`src/rtl/fseq_pkg.sv`:
```
package fseq_pkg;

  localparam logic [7:0] OPC_WR_EN   = 8'h06;
  localparam logic [7:0] OPC_STATUS  = 8'h05;
  localparam logic [7:0] OPC_PROGRAM = 8'h02;
  localparam logic [7:0] OPC_SECTOR  = 8'hD8;
  localparam logic [7:0] OPC_CHIP    = 8'hC7;

  typedef enum logic [2:0] {
    ST_IDLE,
    ST_WREN,
    ST_WCHK,
    ST_CMD,
    ST_POLL,
    ST_GAP,
    ST_FIN
  } seq_state_e;

endpackage

```
`src/rtl/fseq_spi_shifter.sv`:
```
module fseq_spi_shifter #(
  parameter int CLK_HALF = 2
) (
  input  logic       clk,
  input  logic       rst_n,
  input  logic       start,
  input  logic [7:0] tx_byte,
  output logic       active,
  output logic       done,
  output logic [7:0] rx_byte,
  output logic       sclk,
  output logic       mosi,
  input  logic       miso
);
  localparam int DIV_W = $clog2(CLK_HALF) + 1;
  localparam logic [DIV_W-1:0] DIV_END = DIV_W'(CLK_HALF - 1);

  logic             act_q, act_d;
  logic             sclk_q, sclk_d;
  logic             done_q, done_d;
  logic [DIV_W-1:0] div_q, div_d;
  logic [2:0]       bit_q, bit_d;
  logic [7:0]       sh_q, sh_d;
  logic [7:0]       rx_q, rx_d;

  always_comb begin
    act_d  = act_q;
    sclk_d = sclk_q;
    done_d = 1'b0;
    div_d  = div_q;
    bit_d  = bit_q;
    sh_d   = sh_q;
    rx_d   = rx_q;
    if (!act_q) begin
      if (start) begin
        act_d  = 1'b1;
        sh_d   = tx_byte;
        bit_d  = '0;
        div_d  = '0;
        sclk_d = 1'b0;
      end
    end else if (div_q == DIV_END) begin
      div_d = '0;
      if (!sclk_q) begin
        sclk_d = 1'b1;
        rx_d   = {rx_q[6:0], miso};
      end else begin
        sclk_d = 1'b0;
        if (bit_q == 3'd7) begin
          act_d  = 1'b0;
          done_d = 1'b1;
        end else begin
          bit_d = bit_q + 3'd1;
          sh_d  = {sh_q[6:0], 1'b0};
        end
      end
    end else begin
      div_d = div_q + 1'b1;
    end
  end

  always_ff @(posedge clk or negedge rst_n) begin
    if (!rst_n) begin
      act_q  <= 1'b0;
      sclk_q <= 1'b0;
      done_q <= 1'b0;
      div_q  <= '0;
      bit_q  <= '0;
      sh_q   <= '0;
      rx_q   <= '0;
    end else begin
      act_q  <= act_d;
      sclk_q <= sclk_d;
      done_q <= done_d;
      div_q  <= div_d;
      bit_q  <= bit_d;
      sh_q   <= sh_d;
      rx_q   <= rx_d;
    end
  end

  assign active  = act_q;
  assign done    = done_q;
  assign rx_byte = rx_q;
  assign sclk    = sclk_q;
  assign mosi    = sh_q[7];
endmodule

```
`src/rtl/fseq_chunker.sv`:
```
module fseq_chunker #(
  parameter int PAGE_BYTES = 256,
  parameter int REM_W      = 17,
  localparam int PG_W      = $clog2(PAGE_BYTES),
  localparam int CNT_W     = PG_W + 1
) (
  input  logic [PG_W-1:0]  page_off,
  input  logic [REM_W-1:0] remaining,
  output logic [CNT_W-1:0] chunk
);
  logic [CNT_W-1:0] to_end;

  always_comb begin
    to_end = CNT_W'(PAGE_BYTES) - {1'b0, page_off};
    if (REM_W'(to_end) > remaining) chunk = CNT_W'(remaining);
    else                            chunk = to_end;
  end
endmodule

```
`src/rtl/flash_pe_seq.sv`:
```
module flash_pe_seq
  import fseq_pkg::*;
#(
  parameter int ADDR_W     = 16,
  parameter int LEN_W      = 16,
  parameter int PAGE_BYTES = 256,
  parameter int CLK_HALF   = 2,
  parameter int POLL_LIMIT = 4096
) (
  input  logic              clk,
  input  logic              rst_n,
  input  logic              req_valid,
  output logic              req_ready,
  input  logic [1:0]        req_op,
  input  logic [ADDR_W-1:0] req_addr,
  input  logic [LEN_W-1:0]  req_len,
  output logic              rd_req,
  output logic [ADDR_W-1:0] rd_addr,
  input  logic [7:0]        rd_data,
  output logic              spi_sclk,
  output logic              spi_cs_n,
  output logic              spi_mosi,
  input  logic              spi_miso,
  output logic              done,
  output logic              err
);
  localparam int REM_W   = LEN_W + 1;
  localparam int PG_W    = $clog2(PAGE_BYTES);
  localparam int CNT_W   = PG_W + 1;
  localparam int GAP_CYC = 2 * CLK_HALF;
  localparam int GAP_W   = $clog2(GAP_CYC) + 1;
  localparam int POLL_W  = $clog2(POLL_LIMIT) + 1;

  seq_state_e        state_q, state_d, ret_q, ret_d;
  logic [1:0]        op_q, op_d;
  logic [ADDR_W-1:0] addr_q, addr_d;
  logic [REM_W-1:0]  rem_q, rem_d;
  logic [CNT_W-1:0]  chunk_q, chunk_d, chunk_calc;
  logic [2:0]        bidx_q, bidx_d;
  logic [GAP_W-1:0]  gap_q, gap_d;
  logic [POLL_W-1:0] poll_q, poll_d;
  logic              err_q, err_d;

  logic       eng_start, eng_active, eng_done;
  logic [7:0] eng_tx, eng_rx;
  logic       xfer_st, is_prog, is_sect;
  logic [23:0] addr24;
  logic       unused_status;

  assign xfer_st = (state_q == ST_WREN) || (state_q == ST_WCHK) ||
                   (state_q == ST_CMD)  || (state_q == ST_POLL);
  assign is_prog = (op_q == 2'b00);
  assign is_sect = (op_q == 2'b01);
  assign addr24  = 24'(addr_q);
  assign eng_start = xfer_st && !eng_active && !eng_done;
  assign unused_status = ^eng_rx[7:2];

  fseq_spi_shifter #(.CLK_HALF(CLK_HALF)) u_shift (
    .clk     (clk),
    .rst_n   (rst_n),
    .start   (eng_start),
    .tx_byte (eng_tx),
    .active  (eng_active),
    .done    (eng_done),
    .rx_byte (eng_rx),
    .sclk    (spi_sclk),
    .mosi    (spi_mosi),
    .miso    (spi_miso)
  );

  fseq_chunker #(.PAGE_BYTES(PAGE_BYTES), .REM_W(REM_W)) u_chunk (
    .page_off  (addr_q[PG_W-1:0]),
    .remaining (rem_q),
    .chunk     (chunk_calc)
  );

  // Byte to shift out, chosen by frame kind and position in the frame
  always_comb begin
    eng_tx = 8'h00;
    case (state_q)
      ST_WREN: eng_tx = OPC_WR_EN;
      ST_WCHK, ST_POLL: eng_tx = (bidx_q == 3'd0) ? OPC_STATUS : 8'h00;
      ST_CMD: begin
        case (bidx_q)
          3'd0: eng_tx = op_q[1] ? OPC_CHIP : (is_sect ? OPC_SECTOR : OPC_PROGRAM);
          3'd1: eng_tx = addr24[23:16];
          3'd2: eng_tx = addr24[15:8];
          3'd3: eng_tx = addr24[7:0];
          default: eng_tx = rd_data;
        endcase
      end
      default: eng_tx = 8'h00;
    endcase
  end

  always_comb begin
    state_d = state_q;
    ret_d   = ret_q;
    op_d    = op_q;
    addr_d  = addr_q;
    rem_d   = rem_q;
    chunk_d = chunk_q;
    bidx_d  = bidx_q;
    gap_d   = gap_q;
    poll_d  = poll_q;
    err_d   = err_q;

    if (state_q == ST_CMD && eng_start && bidx_q == 3'd4) begin
      addr_d  = addr_q + 1'b1;
      rem_d   = rem_q - 1'b1;
      chunk_d = chunk_q - 1'b1;
    end

    case (state_q)
      ST_IDLE: if (req_valid) begin
        op_d    = req_op;
        addr_d  = req_addr;
        rem_d   = REM_W'(req_len) + 1'b1;
        err_d   = 1'b0;
        state_d = ST_WREN;
      end
      ST_WREN: if (eng_done) begin
        state_d = ST_GAP;
        ret_d   = ST_WCHK;
      end
      ST_WCHK: if (eng_done) begin
        if (bidx_q == 3'd0) bidx_d = 3'd1;
        else begin
          bidx_d  = 3'd0;
          state_d = ST_GAP;
          if (eng_rx[1]) begin
            ret_d   = ST_CMD;
            chunk_d = chunk_calc;
          end else begin
            ret_d = ST_FIN;
            err_d = 1'b1;
          end
        end
      end
      ST_CMD: if (eng_done) begin
        if (op_q[1] || (is_sect && bidx_q == 3'd3) ||
            (bidx_q == 3'd4 && chunk_q == '0)) begin
          bidx_d  = 3'd0;
          state_d = ST_GAP;
          ret_d   = ST_POLL;
        end else if (bidx_q != 3'd4) begin
          bidx_d = bidx_q + 3'd1;
        end
      end
      ST_POLL: if (eng_done) begin
        if (bidx_q == 3'd0) begin
          bidx_d = 3'd1;
          poll_d = '0;
        end else if (!eng_rx[0]) begin
          bidx_d  = 3'd0;
          state_d = ST_GAP;
          ret_d   = (is_prog && rem_q != '0) ? ST_WREN : ST_FIN;
        end else if (poll_q == POLL_W'(POLL_LIMIT - 1)) begin
          bidx_d  = 3'd0;
          state_d = ST_GAP;
          ret_d   = ST_FIN;
          err_d   = 1'b1;
        end else begin
          poll_d = poll_q + 1'b1;
        end
      end
      ST_GAP: begin
        if (gap_q == GAP_W'(GAP_CYC - 1)) begin
          gap_d   = '0;
          state_d = ret_q;
        end else begin
          gap_d = gap_q + 1'b1;
        end
      end
      ST_FIN: state_d = ST_IDLE;
      default: state_d = ST_IDLE;
    endcase
  end

  always_ff @(posedge clk or negedge rst_n) begin
    if (!rst_n) begin
      state_q <= ST_IDLE;
      ret_q   <= ST_IDLE;
      op_q    <= '0;
      addr_q  <= '0;
      rem_q   <= '0;
      chunk_q <= '0;
      bidx_q  <= '0;
      gap_q   <= '0;
      poll_q  <= '0;
      err_q   <= 1'b0;
    end else begin
      state_q <= state_d;
      ret_q   <= ret_d;
      op_q    <= op_d;
      addr_q  <= addr_d;
      rem_q   <= rem_d;
      chunk_q <= chunk_d;
      bidx_q  <= bidx_d;
      gap_q   <= gap_d;
      poll_q  <= poll_d;
      err_q   <= err_d;
    end
  end

  assign req_ready = (state_q == ST_IDLE);
  assign done      = (state_q == ST_FIN);
  assign err       = done && err_q;
  assign spi_cs_n  = !xfer_st;
  assign rd_req    = eng_done && (state_q == ST_CMD) && is_prog &&
                     (bidx_q >= 3'd3) && (chunk_q != '0);
  assign rd_addr   = addr_q;
endmodule

```
`config.mk`:
```
export PLATFORM = sky130hd
export DESIGN_NAME = flash_pe_seq
export DESIGN_NICKNAME = d
export VERILOG_FILES = /design/src/rtl/fseq_pkg.sv /design/src/rtl/fseq_spi_shifter.sv /design/src/rtl/fseq_chunker.sv /design/src/rtl/flash_pe_seq.sv
export SDC_FILE = /design/constraint.sdc
export NUM_CORES = 1
export LEC_CHECK = 0
export BUFFER_PORTS_ARGS = -buffer_cell sky130_fd_sc_hd__buf_2
export CELL_PAD_IN_SITES_DETAIL_PLACEMENT = 0
export CELL_PAD_IN_SITES_GLOBAL_PLACEMENT = 1
export CORE_ASPECT_RATIO = 1.25
export CORE_MARGIN = 2
export CORE_UTILIZATION = 38
export DETAILED_ROUTE_END_ITERATION = 10
export PLACE_DENSITY = 0.66
export SETUP_SLACK_MARGIN = 0.2
export SYNTH_ARGS = -nofsm -noshare
export SYNTH_HDL_FRONTEND = slang
export SYNTH_HIERARCHICAL = 1
export SYNTH_SLANG_ARGS = --single-unit
```
`constraint.sdc`:
```
create_clock -name clk -period 4.1 [get_ports clk]
set_input_delay 0.615 -clock clk [delete_from_list [all_inputs] [get_ports clk]]
set_output_delay 0.615 -clock clk [all_outputs]
set_load 0.1 [all_outputs]
```
**Word level (Yosys, flattened, before mapping)**

Cells that the tools add are included.

- Logic and storage cells: 196
- Output and inout port bits: 23
- Bits of input ports: 46
- Bits in registers: 88

- Reductions and logical operators: 41
- Equal/unequal tests: 35
- Bitwise operators: 1
- Muxes and demuxes: 90
- Add/sub/neg operators: 10
- Order comparisons: 2

Operators with widths:

| operator | count |
|---|---|
| two-way mux 3 bit | 37 |
| two-way mux 8 bit | 7 |
| two-way mux 9 bit | 6 |
| two-way mux 17 bit | 3 |
| two-way mux 16 bit | 3 |
| two-way mux 13 bit | 3 |
| case mux 8 bit (4 select lines) | 1 |
| case mux 8 bit (3 select lines) | 1 |
| two-way mux 1 bit | 22 |
| inequality test 2 bit (second input constant) | 10 |
| case mux 3 bit (6 select lines) | 1 |
| AND reduction 9 bit | 2 |
| adder 16 x 1 -> 17 bit (second input constant) | 1 |
| greater-than comparator 9 x 17 -> 1 bit | 1 |
| nonzero test 17 bit | 1 |
| subtractor 17 x 1 -> 17 bit (second input constant) | 1 |
| adder 16 x 1 -> 16 bit (second input constant) | 1 |
| equality test 3 x 2 -> 1 bit (second input constant) | 5 |
| equality test 3 bit (second input constant) | 5 |
| adder 13 x 1 -> 13 bit (second input constant) | 1 |
| equality test 13 x 12 -> 1 bit (second input constant) | 1 |
| logical AND 1 bit | 12 |
| inequality test 2 x 1 -> 1 bit (second input constant) | 6 |
| case mux 3 bit (4 select lines) | 1 |
| other kinds (28) | 47 |

**Logic depth before layout (Yosys ltp)**

- Depth after elaboration: 13
- Mapped depth: 13

**By module**

The synthesis kept the hierarchy.

By module, submodules not included:

| module | area each (µm²) | seq. area each (µm²) | cells an instance | times used |
|---|---|---|---|---|
| flash_pe_seq | 4,565.6 | 1,751.7 | 529 | 1 |
| fseq_spi_shifter | 1,074.8 | 600.6 | 80 | 1 |
| fseq_chunker | 491.7 | 0.0 | 61 | 1 |

**Worst setup path before layout**

Ideal clock, no wire load.

- Kind: register to register
- Start point: register state_q[1]
- End point: register err_q
- Setup time: 0.142 ns
- Setup slack: 0.371 ns
- Stages on the path, launching flop included: 7
- Data arrival time: 3.587 ns
- Required time: 3.958 ns
- Cell sequence: dfrtp_1 buf_2 nor3_1 and2_1 clkbuf_1 buf_1 o32ai_1

- Longest elaborated chain between the ends: 3
- Elaborated cells on any way between the ends: 14
- Those cells by class: eq/ne (10); mux (1); reduce/logical (3)

RTL lines:

| item | RTL line | RTL |
|---|---|---|
| start: declaration | flash_pe_seq.sv:34 | `seq_state_e state_q, state_d, ret_q, ret_d;` |
| start signal: assignment | flash_pe_seq.sv:193 | `state_q <= state_d;` |
| logical NOT 3 bit * | - |  |
| named net req_ready | flash_pe_seq.sv:13 | `output logic req_ready,` |
| inequality test 2 bit (no line) / nonzero test 3 bit (equally long branches) | - |  |
| AND reduction 9 bit (no line) | - |  |
| end signal: assignment | flash_pe_seq.sv:202 | `err_q <= err_d;` |
| end: declaration | flash_pe_seq.sv:42 | `logic err_q, err_d;` |

Mark *: on every way through the listed nets, which the timed path passes. The rest lies on a longest branch.
A chain may end at the register's enable or synchronous reset.

**Worst setup path after layout**

- Start point: register addr_q[2] (netlist: rd_addr[2])
- End point: register chunk_q[4]

- Longest elaborated chain between the ends: 7

RTL lines:

| item | RTL line | RTL |
|---|---|---|
| start: declaration | flash_pe_seq.sv:36 | `logic [ADDR_W-1:0] addr_q, addr_d;` |
| start signal: assignment | flash_pe_seq.sv:196 | `addr_q <= addr_d;` |
| subtractor 9 x 8 -> 9 bit * | fseq_chunker.sv:14 | `to_end = CNT_W'(PAGE_BYTES) - {1'b0, page_off};` |
| greater-than comparator 9 x 17 -> 1 bit | fseq_chunker.sv:15 | `if (REM_W'(to_end) > remaining) chunk = CNT_W'(remaining);` |
| two-way mux 9 bit * | fseq_chunker.sv:15 |  |
| named net chunk_calc[4] | flash_pe_seq.sv:38 | `logic [CNT_W-1:0] chunk_q, chunk_d, chunk_calc;` |
| two-way mux 9 bit * | flash_pe_seq.sv:131 | `if (eng_rx[1]) begin` |
| two-way mux 9 bit * | flash_pe_seq.sv:127 | `if (bidx_q == 3'd0) bidx_d = 3'd1;` |
| two-way mux 9 bit * | flash_pe_seq.sv:126 | `ST_WCHK: if (eng_done) begin` |
| two-way mux 9 bit * | flash_pe_seq.sv:114 | `case (state_q)` |
| named net chunk_d[4] | flash_pe_seq.sv:38 |  |
| end signal: assignment | flash_pe_seq.sv:198 | `chunk_q <= chunk_d;` |
| end: declaration | flash_pe_seq.sv:38 |  |

Marks and branches as above.

==> results.ini <==
[sta]
timing.final.crit_period_ns=3.53
finalSetupTns_ns=0
hold_viol=0
min_period_over_period=0.861
relSlewSlack=0.356
worstMarginPinSlew_ns=0.965
max_freq_mhz=283
fin_ws_ns=0.572
clock-skew-final_ns=0.00873
rsz0062_at_grt=false
setup_viol=0
drv_slew=0

[floorplan]
start_util=0.385
die-area_mm2=0.0166
die_h_um=143
num_io_pins=69
coreArea_mm2=0.0154
fp.dieW_um=116
rows=51

[grt]
grt_pass1_wl_um=25900
first_global_vias=5152
grt_max_degree=75
grt_use_total=0.200
antenna_found_initial=0
overflow=0

[min_path]
hold_class=in -> async

[clocking]
cts_num_sinks=88
cts_setup_buffers=0
cts.repair.resized=0
cts_tree=done
clk_pin_slew_worst_paths_ns=0.07
hold_buffers=0
cts-htree-levels=3
root_buffer=clkbuf_16
cts_buffers=9
cts_buffer_depth=2
clkLatencyLatePin_ns=0.35

[place]
gp_congestion=0.789
place_hpwl_um=11700
port_buffers=68
pre_cts_slack_ns=0.612

[final_layout]
fill_cells=1558
final_nets=787
multi_input_area_mm2=0.00347
ff_latch_area_mm2=0.00220
drive_above_1_share=0.184
syn_to_final_growth_pct=14.0
antenna_cells=0

[synthesis]
syn_inst=658
syn-num-nets=728
yosys_warnings=6
netlist_area_mm2=0.00591
avgSynthCellArea_um2=8.99

[routing]
post-route-drc-count=0
vias_per_cell=5.37
ant_nets=0
wl_per_cell_um=16.6
dr.pass1.iters=5
drt_iter0_drc=343
wl_um=15500
vias=5017

[status]
status=complete, no violations

[power]
intPower_w=0.00248
switching_share=0.493
share_comb_of_total_power=0.487
p_clk_frac=0.181
p_switching_w=0.00242
vdd_drop_max_uv=356
pwr-share-seq=0.333
p_per_area_mw_per_mm2=727
p_leak_nw=2.75

[worst_setup_path]
cp.arrival_ns=3.73
start_kind=flop
r2r_start=rd_addr[2]$_DFF_PN0_
cp_max_fo=11
required_ns=4.30
endpoint_kind=flop
crit_start=rd_addr[2]$_DFF_PN0_
r2r_slack_ns=0.57
critPathKind=reg -> reg

[run]
drv_cap=0

sequential cells by signal (all words and copies together), names as in the netlist:
name             cells
u_shift/active       1
state_q              3
u_shift/bit_q        3
err_q                1
rd_addr             16
gap_q                3
ret_q                3
poll_q              13
u_shift/sh_q         8
u_shift/div_q        2
bidx_q               3
op_q                 2
rem_q               17
chunk_q              9
u_shift/sclk         1
u_shift/done         1
u_shift/rx_byte      2
stage by stage:
step / instances / utilization / cell area, um^2 / power (W) / hold slack (ns)
finish: 934 / 0.438 / 6740 / 0.00490 / 0.406
global placement: 918 / 0.418 / 6430 / 0.00400 / 0.474
detailed placement: 918 / 0.418 / 6430 / 0.00403 / 0.474
CTS: 934 / 0.438 / 6740 / 0.00495 / 0.449
global route: 934 / 0.438 / 6740 / 0.00524 / 0.474
floorplan: 658 / - / 5910 / 0.00347 / 0.319
per-layer routing:
| layer | GRT usage | wire [um] |
|---|---|---|
| met1 | 0.242 | 6490 |
| met5 | 0 | 0 |
| met3 | 0.0278 | 519 |
| met2 | 0.352 | 8170 |
| met4 | 0.0831 | 321 |
cells in the final DEF (no fill, tap or decap), drive strengths merged, types with 4 or more instances in the layout:
| cell | instances |
|---|---|
| a21oi | 30 |
| a221oi | 5 |
| and3 | 9 |
| and4 | 5 |
| buf | 71 |
| clkbuf | 11 |
| dfrtp | 88 |
| ha | 24 |
| inv | 32 |
| mux2 | 18 |
| mux2i | 7 |
| nand2 | 75 |
| nand2b | 12 |
| nand3 | 32 |
| nand4 | 13 |
| nor2 | 56 |
| nor2b | 6 |
| nor3 | 17 |
| nor3b | 4 |
| nor4 | 11 |
| o21ai | 54 |
| o221a | 7 |
| o31ai | 4 |
| or2 | 4 |
| or2b | 5 |
| xnor2 | 33 |
| xor2 | 34 |
worst paths after layout:
path                                       endpoint  cells past startpoint
max reg2reg                    chunk_q[4]$_DFF_PN0_                     11
min                        u_shift/sclk$_DFFE_PN0P_                      1
min reg2reg                    ret_q[1]$_DFFE_PN0P_                      2
max                            chunk_q[4]$_DFF_PN0_                     11
max in group asynchronous     poll_q[8]$_DFFE_PN0P_                      2
min in group clk              rd_addr[11]$_DFF_PN0_                      3
power groups by stage:
| stage | combinational (W) | clock (W) | sequential [W] |
|---|---|---|---|
| 2_1_floorplan | 0.00139 | 0 | 0.00208 |
| 3_3_place_gp | 0.00237 | 0 | 0.00163 |
| 3_5_place_dp | 0.00239 | 0 | 0.00164 |
| 4_1_cts | 0.00240 | 0.000916 | 0.00163 |
| 5_1_grt | 0.00260 | 0.000945 | 0.00169 |
| 6_report | 0.00238 | 0.000886 | 0.00163 |
worst max-delay path, stage by stage (launching register included):
cell and delay, ns:
dfrtp_1 0.50, or4_4 0.57, nor4_1 0.28, xnor2_1 0.16, ha_1 0.31, nand2_1 0.06
o21ai_1 0.20, a2111oi_2 0.10, nor4b_4 0.62, mux2_2 0.40, nor2_1 0.11, a21oi_1 0.06
cell type report:
cell class / instances / area share
Timing Repair Buffer: 71 / 0.0542
Clock inverter: 5 / 0.0121
Multi-Input combinational cell: 515 / 0.515
Inverter: 32 / 0.0178
Tap cell: 212 / 0.0394
Sequential cell: 88 / 0.327
Clock buffer: 11 / 0.0345
(Power assumes the default switching activity.)
